===== config.mk =====
export PLATFORM = sky130hd
export DESIGN_NAME = excvec_unit
export DESIGN_NICKNAME = d
export VERILOG_FILES = /design/src/rtl/excvec_pkg.sv /design/src/rtl/excvec_detect.sv /design/src/rtl/excvec_target.sv /design/src/rtl/excvec_capture.sv /design/src/rtl/excvec_unit.sv
export SDC_FILE = /design/constraint.sdc
export NUM_CORES = 1
export LEC_CHECK = 0
export CORE_ASPECT_RATIO = 1.75
export CORE_UTILIZATION = 42
export CTS_BUF_LIST = sky130_fd_sc_hd__clkbuf_8
export CTS_CLUSTER_SIZE = 40
export DETAILED_ROUTE_END_ITERATION = 8
export GPL_ROUTABILITY_DRIVEN = 0
export PLACE_DENSITY = 0.95
export SYNTH_ARGS = -nofsm -noshare
export SYNTH_HDL_FRONTEND = slang
export SYNTH_SLANG_ARGS = --single-unit

===== constraint.sdc =====
create_clock -name clk -period 5.17 [get_ports clk]
set_clock_uncertainty 0.1 [all_clocks]
set_input_delay 1.034 -clock clk [delete_from_list [all_inputs] [get_ports clk]]
set_output_delay 1.034 -clock clk [all_outputs]
set_load 0.01 [all_outputs]

===== src/rtl/excvec_pkg.sv =====
package excvec_pkg;

  localparam int OPC_W   = 6;
  localparam int CAUSE_W = 5;

  // Fault kinds; the numeric value is also the vector slot index.
  typedef enum logic [1:0] {
    KIND_UNDEF = 2'd0,
    KIND_OVF   = 2'd1,
    KIND_UNAL  = 2'd2,
    KIND_NONE  = 2'd3
  } exc_kind_e;

  localparam int NUM_KINDS = 3;
  localparam int KIND_W    = $bits(exc_kind_e);

  localparam logic [CAUSE_W-1:0] CODE_ADDR_LD = 5'd4;
  localparam logic [CAUSE_W-1:0] CODE_ADDR_ST = 5'd5;
  localparam logic [CAUSE_W-1:0] CODE_RSVD    = 5'd10;
  localparam logic [CAUSE_W-1:0] CODE_OVF     = 5'd12;

  typedef struct packed {
    logic               hit;
    exc_kind_e          kind;
    logic [CAUSE_W-1:0] cause;
  } exc_dec_t;

  // Recognised primary opcodes.
  function automatic logic opc_legal(input logic [OPC_W-1:0] op);
    case (op)
      6'h00, 6'h02, 6'h03, 6'h04, 6'h05,
      6'h08, 6'h09, 6'h0A, 6'h0C, 6'h0D,
      6'h0F, 6'h23, 6'h2B: opc_legal = 1'b1;
      default:             opc_legal = 1'b0;
    endcase
  endfunction

endpackage


===== src/rtl/excvec_detect.sv =====
module excvec_detect
  import excvec_pkg::*;
#(
  parameter int XLEN       = 32,
  parameter int ALIGN_BITS = 2
) (
  input  logic             instr_valid,
  input  logic             squash,
  input  logic [OPC_W-1:0] opcode,
  input  logic             alu_ovf,
  input  logic             mem_rd,
  input  logic             mem_wr,
  input  logic [XLEN-1:0]  mem_addr,
  output exc_dec_t         dec
);

  logic live, f_undef, f_unal, f_ovf;

  always_comb begin
    live    = instr_valid & ~squash;
    f_undef = live & ~opc_legal(opcode);
    f_unal  = live & (mem_rd | mem_wr) & (|mem_addr[ALIGN_BITS-1:0]);
    f_ovf   = live & alu_ovf;

    dec.hit   = f_undef | f_unal | f_ovf;
    dec.kind  = KIND_NONE;
    dec.cause = '0;
    // Fixed precedence: undefined, then unaligned, then overflow.
    if (f_undef) begin
      dec.kind  = KIND_UNDEF;
      dec.cause = CODE_RSVD;
    end else if (f_unal) begin
      dec.kind  = KIND_UNAL;
      dec.cause = mem_wr ? CODE_ADDR_ST : CODE_ADDR_LD;
    end else if (f_ovf) begin
      dec.kind  = KIND_OVF;
      dec.cause = CODE_OVF;
    end
  end

endmodule


===== src/rtl/excvec_target.sv =====
module excvec_target
  import excvec_pkg::*;
#(
  parameter int              XLEN        = 32,
  parameter logic [XLEN-1:0] VEC_BASE    = 32'hC000_0000,
  parameter logic [XLEN-1:0] VEC_STRIDE  = 32'h0000_0020,
  parameter logic [XLEN-1:0] SINGLE_BASE = 32'hC000_0180
) (
  input  exc_kind_e       kind,
  input  logic            vec_mode,
  output logic [XLEN-1:0] target
);

  localparam int SLOTS = 1 << KIND_W;

  logic [XLEN-1:0] table_q [SLOTS];

  // One slot per fault kind; unused encodings fall back to the single entry.
  for (genvar g = 0; g < SLOTS; g++) begin : g_slot
    if (g < NUM_KINDS) begin : g_vec
      assign table_q[g] = VEC_BASE + XLEN'(g) * VEC_STRIDE;
    end else begin : g_pad
      assign table_q[g] = SINGLE_BASE;
    end
  end

  always_comb begin
    target = vec_mode ? table_q[kind] : SINGLE_BASE;
  end

endmodule


===== src/rtl/excvec_capture.sv =====
module excvec_capture
  import excvec_pkg::*;
#(
  parameter int XLEN        = 32,
  parameter int INSTR_BYTES = 4
) (
  input  logic               clk,
  input  logic               rst,
  input  exc_dec_t           dec,
  input  logic [XLEN-1:0]    pc_cur,
  input  logic               pc_advanced,
  input  logic [XLEN-1:0]    target,
  output logic               exc_strobe,
  output logic [CAUSE_W-1:0] exc_cause,
  output logic [XLEN-1:0]    exc_epc,
  output logic [XLEN-1:0]    handler_pc
);

  logic [XLEN-1:0] epc_fix;

  always_comb begin
    epc_fix = pc_advanced ? (pc_cur - XLEN'(INSTR_BYTES)) : pc_cur;
  end

  always_ff @(posedge clk) begin
    if (rst) begin
      exc_strobe <= 1'b0;
      exc_cause  <= '0;
      exc_epc    <= '0;
      handler_pc <= '0;
    end else begin
      exc_strobe <= dec.hit;
      if (dec.hit) begin
        exc_cause  <= dec.cause;
        exc_epc    <= epc_fix;
        handler_pc <= target;
      end
    end
  end

endmodule


===== src/rtl/excvec_unit.sv =====
module excvec_unit
  import excvec_pkg::*;
#(
  parameter int              XLEN        = 32,
  parameter int              ALIGN_BITS  = 2,
  parameter int              INSTR_BYTES = 4,
  parameter logic [XLEN-1:0] VEC_BASE    = 32'hC000_0000,
  parameter logic [XLEN-1:0] VEC_STRIDE  = 32'h0000_0020,
  parameter logic [XLEN-1:0] SINGLE_BASE = 32'hC000_0180
) (
  input  logic               clk,
  input  logic               rst,
  input  logic               instr_valid,
  input  logic [5:0]         opcode,
  input  logic               alu_ovf,
  input  logic               mem_rd,
  input  logic               mem_wr,
  input  logic [XLEN-1:0]    mem_addr,
  input  logic [XLEN-1:0]    pc_cur,
  input  logic               pc_advanced,
  input  logic               vec_mode,
  input  logic               reg_we_in,
  output logic               reg_we_out,
  output logic               mem_we_out,
  output logic               exc_strobe,
  output logic [4:0]         exc_cause,
  output logic [XLEN-1:0]    exc_epc,
  output logic [XLEN-1:0]    handler_pc
);

  exc_dec_t        dec;
  logic [XLEN-1:0] target;
  logic            commit_ok;

  excvec_detect #(.XLEN(XLEN), .ALIGN_BITS(ALIGN_BITS)) u_detect (
    .instr_valid (instr_valid),
    .squash      (exc_strobe),
    .opcode      (opcode),
    .alu_ovf     (alu_ovf),
    .mem_rd      (mem_rd),
    .mem_wr      (mem_wr),
    .mem_addr    (mem_addr),
    .dec         (dec)
  );

  excvec_target #(
    .XLEN(XLEN), .VEC_BASE(VEC_BASE), .VEC_STRIDE(VEC_STRIDE),
    .SINGLE_BASE(SINGLE_BASE)
  ) u_target (
    .kind     (dec.kind),
    .vec_mode (vec_mode),
    .target   (target)
  );

  excvec_capture #(.XLEN(XLEN), .INSTR_BYTES(INSTR_BYTES)) u_capture (
    .clk         (clk),
    .rst         (rst),
    .dec         (dec),
    .pc_cur      (pc_cur),
    .pc_advanced (pc_advanced),
    .target      (target),
    .exc_strobe  (exc_strobe),
    .exc_cause   (exc_cause),
    .exc_epc     (exc_epc),
    .handler_pc  (handler_pc)
  );

  // Side effects commit only for a live, clean instruction.
  always_comb begin
    commit_ok  = instr_valid & ~exc_strobe & ~dec.hit;
    reg_we_out = commit_ok & reg_we_in;
    mem_we_out = commit_ok & mem_wr;
  end

endmodule


== Word-level counts from Yosys, hierarchy flattened ==
Memory sizes are Yosys's and may differ from the RTL's.
Index checks and enable logic that the tools add are counted.
Word-level totals
  register bits after elaboration: 70
  bits in read-only memories: 64
  input bits: 79
  output and inout bits: 72
  word-level logic and storage cells: 32
  memories kept: 1
Memories
  (name not given): depth 64, width 1, read ports 1, clocked after memory_dff 0, wr ports 0, line excvec_pkg.sv:30  | case (op)
Operators by class
  add/sub/neg operators: 1
  magnitude comparators: 1
  multiplexer cells: 9
  bitwise operators: 15
  reductions and logical operators: 1
Operators with widths (number)
  $mux 32: 4
  $bmux 32 s2: 1
  $sub 32x3->32 const B: 1
  $mux 7: 3
  $and 1x1->1: 8
  $ge 3x3->1 const B: 1
  $not 1->1: 3
  $not 2->3: 1
  $or 1x1->1: 3
  $reduce_or 2->1: 1
  $mux 1: 1

== Depth between registers and ports, before layout ==
  word-level depth: 11
  mapped depth: 7
  mapped depth without buffers: 7

== Cells and area by module ==
A second synthesis with hierarchy kept.
Unflattened totals
  cell total of the unflattened synthesis: 406
  area total of the unflattened synthesis: 3598.5 um^2
Modules (own cells, without submodules)
  excvec_capture: times used 1, cells each 344, area each 3160.5 um^2, seq. area each 1401.3 um^2
  excvec_target: times used 1, cells each 34, area each 252.7 um^2, seq. area each 0.0 um^2
  excvec_detect: times used 1, cells each 26, area each 160.2 um^2, seq. area each 0.0 um^2
  excvec_unit: times used 1, cells each 2, area each 25.0 um^2, seq. area each 0.0 um^2

== Worst setup path after synthesis ==
Ideal clock, no wire load.
  path type: input -> output
  start point: input port opcode[0]
  end point: output port mem_we_out
  arrival time: 2393 ps
  required time: 4036 ps
  slack: 1643 ps
  stages: 6
  path buffers: 2
  cell sequence: or3_1 -> o31ai_1 -> a221oi_4 -> buf_2 -> buf_4 -> nor3b_1
On the way
  cells in the longest elaborated chain, start to end: 8
Ends and longest elaborated chain
  from (decl): line excvec_unit.sv:14  | input logic [5:0] opcode,
  $mem_v2 64x1
  $not 1->1: line excvec_detect.sv:21  | f_undef = live & ~opc_legal(opcode);
  $and 1x1->1: line excvec_detect.sv:21
  $or 1x1->1 (2 in a row): line excvec_detect.sv:25  | dec.hit = f_undef | f_unal | f_ovf;
  $not 1->1: line excvec_unit.sv:70  | commit_ok = instr_valid & ~exc_strobe & ~dec.hit;
  $and 1x1->1: line excvec_unit.sv:70
  $and 1x1->1: line excvec_unit.sv:72  | mem_we_out = commit_ok & mem_wr;
  to (decl): line excvec_unit.sv:24  | output logic mem_we_out,
Every way passes these cells.

== Final worst setup path ==
  start point: input port opcode[2]
  end point: output port mem_we_out
The elaborated chain is that of the path after synthesis.

==> flow_summary.toml <==
[route]
vias_per_cell = 5.05
drtIter0Drc = 68
post-route-drc-count = 0
drt-pass1-iter-count = 4
ant_nets = 0
vias = 2241
wirelength_mm = 6.18
avgRoutedWirePerCell_um = 13.9

[sta]
hold_viol_final = 0
tightest_slew_ns = 0.654
max_freq_mhz = 234
worst_slack_ns = 0.896
maxSlewHeadroom_pct = 56.0
setup_tns_ns = 0
setup_viol = 0
maxSlewViolCount = 0
rsz0062_at_grt = "no"
fin_crit_ns = 4.27
post-route-period-util_pct = 82.7

[global_route]
met3_usage_pct = 4.21
antenna_found_initial = 0
grt_max_degree = 42
use_met1_pct = 19.3
grt-ovfl-total = 0
grt_first_pass_wirelength_mm = 9.32
grt.met2_usage_pct = 36.1
busiest_layer = "met2"
grt_pass1_vias = 2077
track_usage_pct = 19.7

[yosys]
synth_ff_type = "dfxtp_1"
synth_compound_area_share_pct = 14.8
yosysWarnings = 0
synthMuxAreaShare_pct = 2.03
ys_types = 55
synth-xor-area-share_pct = 9.72
synth_top_cell_by_area = "dfxtp_1"
synthAdderAreaFrac_pct = 0.496
synth-edff-count = 0
yosys_register_bits = 41
async_flop_share_pct = 0
synth_most_common_cell = "nor2_1"
yosysTopAreaCellShare_pct = 32.5
netlist_top_cells_area = "dfxtp_1 33%, buf_4 8.9%, nor2_1 6.8%, a211oi_1 5.9%, xnor2_1 5.6%"
synth_cells = 278
synth_area_per_cell_um2 = 9.08
synth_top_family_by_area = "simple AND/OR/NAND/NOR gates"
synthTopCellsByCount = "46 x nor2_1, 41 x dfxtp_1, 30 x buf_4"
seq_area_frac_synth_pct = 32.5
synth-simple-area-share_pct = 28.9
syn-cell-area_mm2 = 0.00252

[floorplan]
die_y_um = 105
die_area_mm2 = 0.00633
die_width_um = 60.6
boundaryPins = 151
start_util_pct = 43.3
coreArea_mm2 = 0.00583
rows = 37

[layout]
antenna_cells = 0
fin_util_pct = 59.9
final_cells = 444
syn_to_final_growth_pct = 38.5
nets = 446
filler_cell_count = 516
drive_gt1_share_pct = 11.5

[place]
place_inst = 437
dp_slack_ns = 0.871
io_buffer_count = 93
post-dp-hpwl_mm = 4.89

[clocking]
cts-resized-gates = 0
cts_sinks = 41
cts_root_buf = "clkbuf_8"
numCtsBuffers = 5
holdBufCountCts = 0
clk_latency_ns = 0.29
cts_setup_buffers = 0
clk_path_buf_depth = 2
h-tree-depth = 2
cts_tree = "built"
clkTransAtPathRegs_ns = 0.08

[critical_path]
required_ns = 4.04
cp_common_cell = "clkdlybuf4s50_1"
crit_type = "primary input to output port"
cp_cell_sequence = "clkdlybuf4s50_1 -> nor2_1 -> o31ai_1 -> a221oi_4 -> nor3b_1 -> clkdlybuf4s50_1"
critPathArrivalTime_ns = 3.14
crit_family = "buffers and inverters"
r2r_slack_ns = 3.39
max_stage_delay_ns = 0.56
cp_slowest_cell = "clkdlybuf4s50_1"
crit_buf_inv = 2
cp-end-kind = "output port"
critPathLaunchType = "primary input"
cp_max_fo = 4

[power]
p_leak_uw = 0.00122
ir_drop_v = 0.000125
fin_total_pwr_uw = 827
power_density_mw_per_mm2 = 237

[run]
cap_violations = 0

[min_path]
hold_path.class = "flip-flop to flip-flop"

[outcome]
outcome = "finished, final reports clean"
[flip-flops by register name (all words and copies together), names as in the netlist]
| signal | cells |
|---|---|
| u_capture.exc_epc | 32 |
| u_capture.exc_cause | 4 |
| u_capture.handler_pc | 4 |
| u_capture.exc_strobe | 1 |
[worst paths after layout]
check	startpoint	endpoint	cells after the start
max	opcode[2]	mem_we_out	6
min	u_capture.handler_pc[6]	u_capture.handler_pc[6]	2
max reg2reg	u_capture.exc_strobe	u_capture.exc_epc[19]	5
min reg2reg	u_capture.handler_pc[6]	u_capture.handler_pc[6]	2
[where the power goes]
part           internal (µW)  leakage [µW]  switching, µW
Combinational            117      0.000822            109
Sequential               342      0.000339           13.9
Clock                    140     0.0000540            105
[worst min-delay path, stage by stage, from the launching register on]
cell      delay, ns
dfxtp_1        0.31
nand2b_1       0.06
a21oi_1        0.05
[layout make-up]
class | count | area [µm²] | share of cell area (%)
Multi-Input combinational cell | 220 | 1510 | 43.3
Sequential cell | 41 | 821 | 23.5
Tap cell | 78 | 97.6 | 2.79
Inverter | 2 | 7.51 | 0.215
Clock buffer | 5 | 68.8 | 1.97
Timing Repair Buffer | 96 | 953 | 27.3
Clock inverter | 2 | 35.0 | 1.00
[routing by layer]
layer | routed length [µm] | share of wire [%]
met4 | 192 | 3.1
met1 | 2240 | 36
met2 | 3350 | 54
met5 | 0 | 0
met3 | 396 | 6.4
[layout by cell type, fill, tap and decap left out, types with 5 or more instances in the layout]
cell type	Yosys	routed
conb_1	1	27
or3_1	6	6
dfxtp_1	41	41
a211oi_1	20	20
a21oi_1	6	6
xnor2_1	16	16
clkdlybuf4s50_1	0	93
nand2_1	6	6
nor2_1	46	46
xor2_1	12	12
a211oi_2	9	9
clkbuf_8	0	5
nor3_1	8	8
nor4_2	6	6
[per-stage QoR]
step	hold WS, ns	area (µm²)
global placement	0.357	3390
detailed placement	0.361	3390
floorplan	0.389	2620
finish	0.370	3500
CTS	0.373	3500
global route	0.391	3500
[logic make-up after synthesis]
family / Yosys count
and+or+nand+nor: 116
adders and majority gates: 1
other: 1
DFF: 41
AOI/OAI and AO/OA: 43
muxes: 5
buffers and inverters: 43
xor gates and xnor gates: 28
No activity file was read; power rests on OpenSTA's default activity.
